<file path="src/rtl/bkpt_pkg.sv">
package bkpt_pkg;

    localparam int CAUSE_W = 4;

    typedef enum logic [CAUSE_W-1:0] {
        CAUSE_NONE     = 4'h0,
        CAUSE_HW_BREAK = 4'h9
    } cause_e;

    // Word-address tag width for a byte address of the given width.
    function automatic int tag_width(input int addr_w);
        return addr_w - 2;
    endfunction

    // Reduce a hit vector and the skip mask to a cause code.
    function automatic cause_e cause_from_hits(input logic any_hit, input logic skip);
        return (any_hit && !skip) ? CAUSE_HW_BREAK : CAUSE_NONE;
    endfunction

endpackage

</file>
<file path="src/rtl/bp_entry.sv">
module bp_entry #(
    parameter int TAG_W = 30
) (
    input  logic             clk,
    input  logic             rst,
    input  logic             wr_sel,
    input  logic [TAG_W-1:0] wr_tag,
    input  logic             wr_enable,
    input  logic [TAG_W-1:0] look_tag,
    output logic             hit
);

    logic             en_q;
    logic [TAG_W-1:0] tag_q;

    always_ff @(posedge clk) begin
        if (rst) begin
            en_q  <= 1'b0;
            tag_q <= '0;
        end else if (wr_sel) begin
            en_q  <= wr_enable;
            tag_q <= wr_tag;
        end
    end

    assign hit = en_q && (tag_q == look_tag);

    // a write loads the entry seen by the next cycle's lookup
    assert_write_lands_R7: assert property (@(posedge clk) disable iff (rst)
        wr_sel |=> (hit == ($past(wr_enable) && ($past(wr_tag) == look_tag))));

    // an entry without its enable bit never hits
    assert_disabled_quiet_R6: assert property (@(posedge clk) disable iff (rst)
        (wr_sel && !wr_enable) |=> !hit);

endmodule

</file>
<file path="src/rtl/bp_match_table.sv">
module bp_match_table #(
    parameter int ENTRIES = 4,
    parameter int ADDR_W  = 32
) (
    input  logic                       clk,
    input  logic                       rst,
    input  logic                       tw_en,
    input  logic [$clog2(ENTRIES)-1:0] tw_idx,
    input  logic [ADDR_W-1:0]          tw_addr,
    input  logic                       tw_enable,
    input  logic [ADDR_W-1:0]          look_pc,
    output logic                       any_hit
);

    localparam int TAG_W = bkpt_pkg::tag_width(ADDR_W);

    logic [ENTRIES-1:0] hit_vec;
    logic [TAG_W-1:0]   wr_tag;
    logic [TAG_W-1:0]   look_tag;

    assign wr_tag   = tw_addr[ADDR_W-1:2];
    assign look_tag = look_pc[ADDR_W-1:2];

    for (genvar g = 0; g < ENTRIES; g++) begin : g_entry
        logic sel;
        assign sel = tw_en && (tw_idx == g[$clog2(ENTRIES)-1:0]);
        bp_entry #(.TAG_W(TAG_W)) u_entry (
            .clk      (clk),
            .rst      (rst),
            .wr_sel   (sel),
            .wr_tag   (wr_tag),
            .wr_enable(tw_enable),
            .look_tag (look_tag),
            .hit      (hit_vec[g])
        );
    end

    // duplicates merge into one flag, no priority
    assign any_hit = |hit_vec;

    // table comes out of reset empty
    assert_empty_after_reset_R1: assert property (@(posedge clk)
        rst |=> (hit_vec == '0));

endmodule

</file>
<file path="src/rtl/bp_fetch_tag.sv">
module bp_fetch_tag #(
    parameter int ADDR_W = 32,
    parameter int DATA_W = 32
) (
    input  logic                          clk,
    input  logic                          rst,
    input  logic                          fe_valid,
    input  logic [ADDR_W-1:0]             fe_pc,
    input  logic [DATA_W-1:0]             fe_word,
    input  logic                          fe_skip,
    input  logic                          any_hit,
    output logic                          dl_valid,
    output logic [ADDR_W-1:0]             dl_pc,
    output logic [DATA_W-1:0]             dl_word,
    output logic [bkpt_pkg::CAUSE_W-1:0]  dl_cause
);
    import bkpt_pkg::*;

    typedef struct packed {
        logic              valid;
        logic [ADDR_W-1:0] pc;
        logic [DATA_W-1:0] word;
        cause_e            cause;
    } latch_t;

    latch_t nxt, cur;

    always_comb begin
        nxt       = cur;
        nxt.valid = fe_valid;
        nxt.cause = CAUSE_NONE;
        if (fe_valid) begin
            nxt.pc    = fe_pc;
            nxt.word  = fe_word;
            nxt.cause = cause_from_hits(any_hit, fe_skip);
        end
    end

    always_ff @(posedge clk) begin
        if (rst) begin
            cur <= '{valid: 1'b0, pc: '0, word: '0, cause: CAUSE_NONE};
        end else begin
            cur <= nxt;
        end
    end

    assign dl_valid = cur.valid;
    assign dl_pc    = cur.pc;
    assign dl_word  = cur.word;
    assign dl_cause = cur.cause;

    assert_pass_through_R2: assert property (@(posedge clk) disable iff (rst)
        fe_valid |=> (dl_valid && dl_pc == $past(fe_pc) && dl_word == $past(fe_word)));

    assert_skip_masks_R5: assert property (@(posedge clk) disable iff (rst)
        (fe_valid && fe_skip) |=> (dl_cause == CAUSE_NONE));

    assert_idle_clean_R10: assert property (@(posedge clk) disable iff (rst)
        !fe_valid |=> (!dl_valid && dl_cause == CAUSE_NONE));

    // only the two legal codes ever reach the latch
    assert_cause_legal_R3: assert property (@(posedge clk) disable iff (rst)
        (dl_cause == CAUSE_NONE) || (dl_cause == CAUSE_HW_BREAK));

    assert_reset_state_R1: assert property (@(posedge clk)
        rst |=> (!dl_valid && dl_cause == CAUSE_NONE));

endmodule

</file>
<file path="src/rtl/fetch_bkpt_unit.sv">
module fetch_bkpt_unit #(
    parameter int ENTRIES = 4,
    parameter int ADDR_W  = 32,
    parameter int DATA_W  = 32
) (
    input  logic                         clk,
    input  logic                         rst,
    input  logic                         fe_valid,
    input  logic [ADDR_W-1:0]            fe_pc,
    input  logic [DATA_W-1:0]            fe_word,
    input  logic                         fe_skip,
    input  logic                         tw_en,
    input  logic [$clog2(ENTRIES)-1:0]   tw_idx,
    input  logic [ADDR_W-1:0]            tw_addr,
    input  logic                         tw_enable,
    output logic                         dl_valid,
    output logic [ADDR_W-1:0]            dl_pc,
    output logic [DATA_W-1:0]            dl_word,
    output logic [bkpt_pkg::CAUSE_W-1:0] dl_cause
);

    logic any_hit;

    bp_match_table #(.ENTRIES(ENTRIES), .ADDR_W(ADDR_W)) u_table (
        .clk      (clk),
        .rst      (rst),
        .tw_en    (tw_en),
        .tw_idx   (tw_idx),
        .tw_addr  (tw_addr),
        .tw_enable(tw_enable),
        .look_pc  (fe_pc),
        .any_hit  (any_hit)
    );

    bp_fetch_tag #(.ADDR_W(ADDR_W), .DATA_W(DATA_W)) u_tag (
        .clk     (clk),
        .rst     (rst),
        .fe_valid(fe_valid),
        .fe_pc   (fe_pc),
        .fe_word (fe_word),
        .fe_skip (fe_skip),
        .any_hit (any_hit),
        .dl_valid(dl_valid),
        .dl_pc   (dl_pc),
        .dl_word (dl_word),
        .dl_cause(dl_cause)
    );

endmodule

</file>
<file path="config.mk">
export PLATFORM = sky130hd
export DESIGN_NAME = fetch_bkpt_unit
export DESIGN_NICKNAME = d
export VERILOG_FILES = /design/src/rtl/bkpt_pkg.sv /design/src/rtl/bp_entry.sv /design/src/rtl/bp_match_table.sv /design/src/rtl/bp_fetch_tag.sv /design/src/rtl/fetch_bkpt_unit.sv
export SDC_FILE = /design/constraint.sdc
export NUM_CORES = 1
export LEC_CHECK = 0
export ABC_CLOCK_PERIOD_IN_PS = 2000
export BUFFER_PORTS_ARGS = -buffer_cell sky130_fd_sc_hd__buf_2
export CAP_MARGIN = 20
export CORE_MARGIN = 8
export CORE_UTILIZATION = 50
export DETAILED_ROUTE_END_ITERATION = 12
export PLACE_DENSITY = 0.83
export SLEW_MARGIN = 20
export SYNTH_ARGS = -nofsm -noshare
export SYNTH_HDL_FRONTEND = slang
export SYNTH_SLANG_ARGS = --single-unit
</file>
<file path="constraint.sdc">
create_clock -name clk -period 2 [get_ports clk]
set_input_delay 0.3 -clock clk [delete_from_list [all_inputs] [get_ports clk]]
set_output_delay 0.3 -clock clk [all_outputs]
set_load 0.1 [all_outputs]
</file>
## Word-level counts from Yosys, hierarchy flattened

Cells that the tools add are included.
Widths: inputs -> output; s select.

- Register bits after elaboration: 193
- Output and inout port bits: 69
- Input bits: 104
- Word-level logic and storage cells: 34

- Multiplexer cells: 1
- Equal/unequal tests: 7
- Reduce and logical (&&, ||, !) cells: 13
- Bitwise operators: 1

Operator list:

| operator | count |
|---|---|
| $eq 30x30->1 | 4 |
| $logic_and 1x1->1 | 9 |
| $eq 2x2->1 const B | 2 |
| $mux 4 | 1 |
| $reduce_or 4->1 | 1 |
| $eq 2x1->1 const B | 1 |
| $logic_not 2->1 | 1 |
| $reduce_or 2->1 | 1 |
| $logic_not 1->1 | 1 |
| $not 1->1 | 1 |

## Depth between registers and ports, before layout

Gate-level depths: netlist (run 1).

- Depth in word-level cells: 5
- Gate-level depth with buffers: 6
- Mapped depth without buffers: 5

## By module

Synthesis (run 1) repeated with hierarchy kept, for this count alone.

- Cells, all modules: 779
- Area total of the unflattened synthesis: 8052.7 um2

By module, submodules not included:

| module | cells an instance | area each (um2) | times used |
|---|---|---|---|
| bp_entry | 140 | 1410.1 | 4 |
| bp_fetch_tag | 214 | 2373.5 | 1 |
| bp_match_table | 5 | 38.8 | 1 |

## Least setup slack after synthesis (run 1)

Ideal clock, no wire load.

- Path type: flip-flop to output port
- Start: register u_tag.dl_cause[0] (netlist name)
- End: output dl_cause[3] in the netlist's numbering
- Setup slack: 344 ps
- Cell stages (with the launch flop): 2
- Arrival time: 1356 ps
- Required time: 1700 ps
- Cell sequence: dfxtp_1 -> buf_4

RTL lines:

| what | RTL line | RTL |
|---|---|---|
| end, declared | fetch_bkpt_unit.sv:19 | `output logic [bkpt_pkg::CAUSE_W-1:0] dl_cause` |

## Worst setup path in the final report (run 1)

- Start: register u_table.g_entry[1].u_entry.tag_q[12]
- End: register u_tag.cur, in the netlist u_tag.dl_cause[0]

- Word-level cells in the longest chain between the ends: 5

Ends and longest elaborated chain:

| what | RTL line | RTL |
|---|---|---|
| start, declared | bp_entry.sv:14 | `logic [TAG_W-1:0] tag_q;` |
| start signal, assigned | bp_entry.sv:22 | `tag_q <= wr_tag;` |
| $eq 30x30->1 | bp_entry.sv:26 | `assign hit = en_q && (tag_q == look_tag);` |
| $logic_and 1x1->1 | bp_entry.sv:26 |  |
| $reduce_or 4->1 | bp_match_table.sv:39 | `assign any_hit = \|hit_vec;` |
| $logic_and 1x1->1 | bkpt_pkg.sv:17 | `return (any_hit && !skip) ? CAUSE_HW_BREAK : CAUSE_NONE;` |
| $mux 4 | bkpt_pkg.sv:17 |  |
| end signal, assigned | bp_fetch_tag.sv:41 | `cur <= '{valid: 1'b0, pc: '0, word: '0, cause: CAUSE_NONE};` |
| end signal, assigned | bp_fetch_tag.sv:43 | `cur <= nxt;` |
| end, declared | bp_fetch_tag.sv:26 | `latch_t nxt, cur;` |

No other way between the ends.
A chain may end at the register's enable or synchronous reset.

==> results of run 1 <==
## per-stage QoR
step / util, % / instances
final: 60.3 / 1296
after global routing: 60.3 / 1296
after CTS: 60.3 / 1295
after detailed placement: 56.4 / 1263
after global placement: 56.4 / 1263
after floorplan: - / 953
## cell usage after synthesis (4+ instances only)
cell | n | share of area (%)
buf_4 | 7 | 0.65
buf_6 | 7 | 0.97
mux2i_1 | 64 | 7.9
a21oi_1 | 124 | 7.7
nand2_1 | 249 | 12
xor2_1 | 44 | 4.8
buf_1 | 4 | 0.19
nor2_1 | 65 | 3.0
nor4_1 | 16 | 1.2
clkbuf_1 | 32 | 1.5
buf_2 | 39 | 2.4
nand4_1 | 24 | 1.9
xnor2_1 | 76 | 8.2
dfxtp_1 | 190 | 47
## worst reg2reg max path, cell delays in order, from the launching register on
cell	delay [ps]
dfxtp_1	330
xnor2_1	240
nand4_1	160
nor4_1	420
nand4_1	170
a41oi_2	230
## power by group through the flow
stage               clock network (uW)  registers [uW]  logic, uW
finish                            3590            4030       1510
detailed placement                   0            4120       1500
floorplan                            0            4660        591
global route                      3790            4050       1590
global placement                     0            4110       1490
CTS                               3630            4030       1510
## layout make-up
cell class	instances	area (um^2)	share of cell area (%)
Clock buffer	18	429	4.49
Antenna cell	1	2.50	0.0262
Timing Repair Buffer	183	1010	10.6
Tap cell	216	270	2.83
Multi-Input combinational cell	674	3840	40.2
Clock inverter	14	189	1.98
Sequential cell	190	3800	39.8
## worst min-delay path by stage
stage	cells after the start	from	slack, ps	to
2_1_floorplan	2	tw_enable	440	u_table.g_entry[0].u_entry.en_q
3_3_place_gp	2	u_table.g_entry[0].u_entry.en_q	440	u_table.g_entry[0].u_entry.en_q
3_5_place_dp	2	u_table.g_entry[0].u_entry.en_q	450	u_table.g_entry[0].u_entry.en_q
4_1_cts	3	fe_word[12]	90	u_tag.dl_word[12]
5_1_grt	3	fe_word[17]	90	u_tag.dl_word[17]
6_report	3	fe_word[10]	100	u_tag.dl_word[10]
## sequential cells by signal, indices dropped and copies added (netlist names)
signal	count
u_table.g_entry.u_entry.tag_q	120
u_tag.dl_word	32
u_tag.dl_cause	1
u_table.g_entry.u_entry.en_q	4
u_tag.dl_pc	32
u_tag.dl_valid	1
## routing by layer
| metal | part of all wire [%] | vias up |
|---|---|---|
| met3 | 11 | 58 |
| li1 | - | 3312 |
| met5 | 0.13 | - |
| met2 | 43 | 367 |
| met1 | 42 | 3179 |
| met4 | 3.1 | 6 |
## cell families (layout without fill, tap and decap cells)
family / Yosys count / count (layout) / share of synthesized area (%)
other cells: 1 / 3 / 0.0463
simple gates: 363 / 363 / 18.5
flops: 190 / 190 / 47.0
mux: 64 / 64 / 7.91
xor+xnor: 120 / 120 / 13.0
compound gates: 125 / 125 / 7.87
buf+inv: 89 / 215 / 5.70
==> flow_metrics.env, run 1 <==
export IMPL_initial_core_util_pct=51.1
export IMPL_crit_start="u_table.g_entry[1].u_entry.tag_q[12]"
export IMPL_grt_overflow=0
export IMPL_endpoint="u_tag.dl_cause[0]"
export IMPL_slowest_delay_ps=420
export IMPL_nets=1170
export IMPL_p_comb_share_pct=16.6
export IMPL_rsz0062_at_grt="no"
export IMPL_holdCritPathClass="in2reg"
export IMPL_fin_skew_ps=6.99
export IMPL_worst_r2r_cell_count=5
export IMPL_postCtsSetupBuffers=0
export IMPL_synth_ff_type="dfxtp_1"
export IMPL_placedInstanceArea_um2=8930
export IMPL_grt_pass1_vias=6613
export IMPL_htree_levels=4
export IMPL_crit_path_end_kind="flop"
export IMPL_cap_violations=0
export IMPL_crit_chain="xnor2_1 -> nand4_1 -> nor4_1 -> nand4_1 -> a41oi_2"
export IMPL_use_met2_pct=33.6
export IMPL_synthCells=952
export IMPL_postLayoutCellArea_um2=9550
export IMPL_use_met1_pct=28.0
export IMPL_synth_cell_types=25
export IMPL_seq_area_frac_synth_pct=47.0
export IMPL_die_height_um=143
export IMPL_cpMaxStageDelayCell="nor4_1"
export IMPL_p_clk_share_pct=39.3
export IMPL_vias=6922
export IMPL_core_um2=15800
export IMPL_via_per_inst=5.34
export IMPL_antenna_found_initial=4
export IMPL_final_common_cell="nand2_1"
export IMPL_critPathMaxFanout=2
export IMPL_switchingPower_uw=2700
export IMPL_ys_warn_count=0
export IMPL_rows=46
export IMPL_switching_share_pct=29.6
export IMPL_crit_family="simple AND/OR/NAND/NOR gates"
export IMPL_cts_hold_fix_buffers=0
export IMPL_synth_edf_count=0
export IMPL_cp_arrival_ps=1980
export IMPL_worst_pin_slew_ps=769
export IMPL_ctsResizeCount=0
export IMPL_tns_ps=0
export IMPL_seq_power_share_pct=44.1
export IMPL_cp_start_kind="flop"
export IMPL_worst_ep_required_time_ps=2360
export IMPL_drc=0
export IMPL_place_ws_ps=341
export IMPL_max_slew_margin_pct=48.7
export IMPL_powerDensity_nw_per_um2=957
export IMPL_postSynthAreaPerCell_um2=8.50
export IMPL_p_leak_uw=0.00395
export IMPL_cts_tree="yes"
export IMPL_r2r_end="u_tag.dl_cause[0]"
export IMPL_hold_ws_ps=96.7
export IMPL_grt_pass1_wl_um=34900
export IMPL_crit_cells=5
export IMPL_dr_pass1_iters=5
export IMPL_cts_sinks=190
export IMPL_busiest_layer="met2"
export IMPL_grt_use_met3_pct=7.51
export IMPL_io_buffers=168
export IMPL_clock_latency_ps=430
export IMPL_timing_final_crit_period_ps=1610
export IMPL_grt_total_usage_pct=22.1
export IMPL_r2r_start="u_table.g_entry[1].u_entry.tag_q[12]"
export IMPL_vdd_drop_max_uv=633
export IMPL_finalSetupViolations=0
export IMPL_dieArea_um2=20500
export IMPL_slew_viol_final=0
export IMPL_area_growth_pct=18.0
export IMPL_status="completed"
export IMPL_ant_nets=0
export IMPL_post_route_period_util_pct=80.6
export IMPL_synth_cell_area_um2=8090
export IMPL_ys_ff_latch=190
export IMPL_hpwlAfterDp_um=15700
export IMPL_intPower_uw=6430
export IMPL_final_cell_mix="249 x nand2_1, 190 x dfxtp_1, 166 x buf_2"
export IMPL_synthArstFlopShare_pct=0
export IMPL_cts_buffer_depth=2
export IMPL_place_gp_congestion=0.931
export IMPL_worst_path_buf_inv=0
export IMPL_dieWidth_um=143
export IMPL_drive_gt1_share_pct=20.2
export IMPL_numCtsBuffers=17
export IMPL_setup_ws_ps=388
export IMPL_ios=173
export IMPL_worstSetupPathType="reg2reg"
export IMPL_finalHoldViolCount=0
export IMPL_wl_per_cell_um=17.5
export IMPL_grt_max_degree=63
export IMPL_cp_common_cell="nand4_1"
export IMPL_drtIter0Drc=672
export IMPL_nFillCells=1334
export IMPL_routed_wl_um=22700
export IMPL_cts_root_buf="clkbuf_16"
export IMPL_clkTransAtPathRegs_ps=70
export IMPL_p_total_uw=9140
export IMPL_clock_fmax_ghz=0.620
export IMPL_r2r_slack_ps=390
Power figures use the tool's default switching activity.
==> inputs of run 2 (changes only) <==
Settings changed: ABC_CLOCK_PERIOD_IN_PS 2000 to 1600.
Clock period 2 ns to 1.6 ns, I/O delays scaled along.
==> run 2 against run 1 <==
  * Clock-buffer cell count up 7
  * Fmax up 3.0%
  * Non-clock buffer count up 14
  * First-iteration DRC count down 4.5%
  * Largest cell class unchanged
  * Highest routed layer unchanged
==> flow_metrics.env, run 2 (synthesis results as in run 1) <==
export IMPL_placedInstanceArea_um2=9150
export IMPL_clkTransAtPathRegs_ps=70
export IMPL_crit_path_end_kind="flop"
export IMPL_slowest_delay_ps=420
export IMPL_hold_ws_ps=35.2
export IMPL_grt_pass1_wl_um=35800
export IMPL_drc=0
export IMPL_rows=46
export IMPL_largest_register="u_table.g_entry.u_entry.tag_q"
export IMPL_timing_final_crit_period_ps=1570
export IMPL_status="completed"
export IMPL_hp_start="fe_word[4]"
export IMPL_grt_max_degree=45
export IMPL_ios=173
export IMPL_setup_ws_ps=34.3
export IMPL_dieArea_um2=20500
export IMPL_vias=6889
export IMPL_cp_arrival_ps=1920
export IMPL_core_um2=15800
export IMPL_post_route_period_util_pct=97.9
export IMPL_drive_gt1_share_pct=21.3
export IMPL_cpMaxStageDelayCell="nor4_1"
export IMPL_hpwlAfterDp_um=16000
export IMPL_cts_sinks=190
export IMPL_cap_violations=0
export IMPL_dp_cells=1277
export IMPL_antenna_cells=0
export IMPL_htree_levels=4
export IMPL_holdCritPathClass="in2reg"
export IMPL_vdd_drop_max_uv=786
export IMPL_utilization_pct=61.8
export IMPL_r2r_slack_ps=30
export IMPL_grt_pass1_vias=6871
export IMPL_cp_start_kind="flop"
export IMPL_nets=1184
export IMPL_slew_viol_final=0
export IMPL_wl_per_cell_um=17.5
export IMPL_r2r_start="u_table.g_entry[2].u_entry.tag_q[10]"
export IMPL_drtIter0Drc=642
export IMPL_worst_ep_required_time_ps=1960
export IMPL_antenna_found_initial=2
export IMPL_cts_root_buf="clkbuf_16"
export IMPL_critPathMaxFanout=2
export IMPL_final_common_cell="nand2_1"
export IMPL_hold_end="u_tag.dl_word[4]"
export IMPL_cp_common_cell="nand4_1"
export IMPL_area_growth_pct=20.8
export IMPL_via_per_inst=5.27
export IMPL_grt_overflow=0
export IMPL_numCtsBuffers=17
export IMPL_worstSetupPathType="reg2reg"
export IMPL_place_gp_congestion=0.897
export IMPL_cts_buffer_depth=2
export IMPL_powerDensity_nw_per_um2=1160
export IMPL_initial_core_util_pct=51.1
export IMPL_largest_reg_flops=120
export IMPL_cts_tree="yes"
export IMPL_hold_path_depth=3
export IMPL_r2r_end="u_tag.dl_cause[0]"
export IMPL_grt_total_usage_pct=22.5
export IMPL_clock_fmax_ghz=0.639
export IMPL_routed_wl_um=22900
export IMPL_dr_pass1_iters=7
export IMPL_die_height_um=143
export IMPL_ant_nets=0
export IMPL_worst_r2r_cell_count=5
export IMPL_dieWidth_um=143
export IMPL_p_leak_uw=0.00406
export IMPL_final_cell_mix="249 x nand2_1, 189 x dfxtp_1, 166 x buf_2"
export IMPL_max_slew_margin_pct=66.7
export IMPL_finalHoldViolCount=0
export IMPL_fin_skew_ps=7.09
export IMPL_rsz0062_at_grt="no"
export IMPL_place_ws_ps=-6.96
export IMPL_clock_latency_ps=430
export IMPL_crit_chain="xnor2_1 -> nand4_1 -> nor4_1 -> nand4_1 -> a41oi_2"
export IMPL_worst_pin_slew_ps=495
export IMPL_io_buffers=168
export IMPL_postLayoutCellArea_um2=9770
export IMPL_finalSetupViolations=0
export IMPL_fin_cells=1308
[run 2: layout make-up]
cell class              count  area (um^2)
fillers                  1336         6050
multi-input cells         674         3880
flip-flops and latches    190         3800
repair buffers            197         1230
clock buffers              25          485
well taps                 216          270
clock inverters             6          108
[run 2: metal layers]
layer	vias up	share of wire, %	global-route usage [%]
li1	3328	-	-
met1	3163	42	28.3
met2	342	44	34.7
met3	52	10	7.21
met4	4	3.3	9.80
met5	-	0.092	0
[run 2: per-stage QoR]
step	TNS, ps	total power [uW]
global route	0	11700
global placement	-1.61	7050
detailed placement	-6.96	7080
floorplan	0	6570
CTS	0	11300
finish	0	11300
[run 2: worst max path at each step]
stage                                          from                 to  cells past startpoint
2_1_floorplan                     u_tag.dl_cause[0]        dl_cause[3]                      1
3_3_place_gp                              fe_pc[12]  u_tag.dl_cause[0]                      6
3_5_place_dp                              fe_pc[12]  u_tag.dl_cause[0]                      6
4_1_cts        u_table.g_entry[2].u_entry.tag_q[10]  u_tag.dl_cause[0]                      5
5_1_grt        u_table.g_entry[2].u_entry.tag_q[10]  u_tag.dl_cause[0]                      5
6_report       u_table.g_entry[2].u_entry.tag_q[10]  u_tag.dl_cause[0]                      5
[run 2: worst max-delay path: cells and delay by family (launching register included)]
family	cells	cell delay [ps]
compound gates	1	210
xor+xnor	1	220
flops	1	320
simple gates	3	740
[run 2: timing repair]
action,CTS,global route
gates resized for setup,0,6
setup endpoints to repair,0,1
setup buffers,0,0
hold buffers,0,0
[run 2: power breakdown]
part / switching, uW / internal (uW)
sequential: 114 / 4930
clock: 1750 / 2570
combinational: 1420 / 545
total: 3280 / 8050
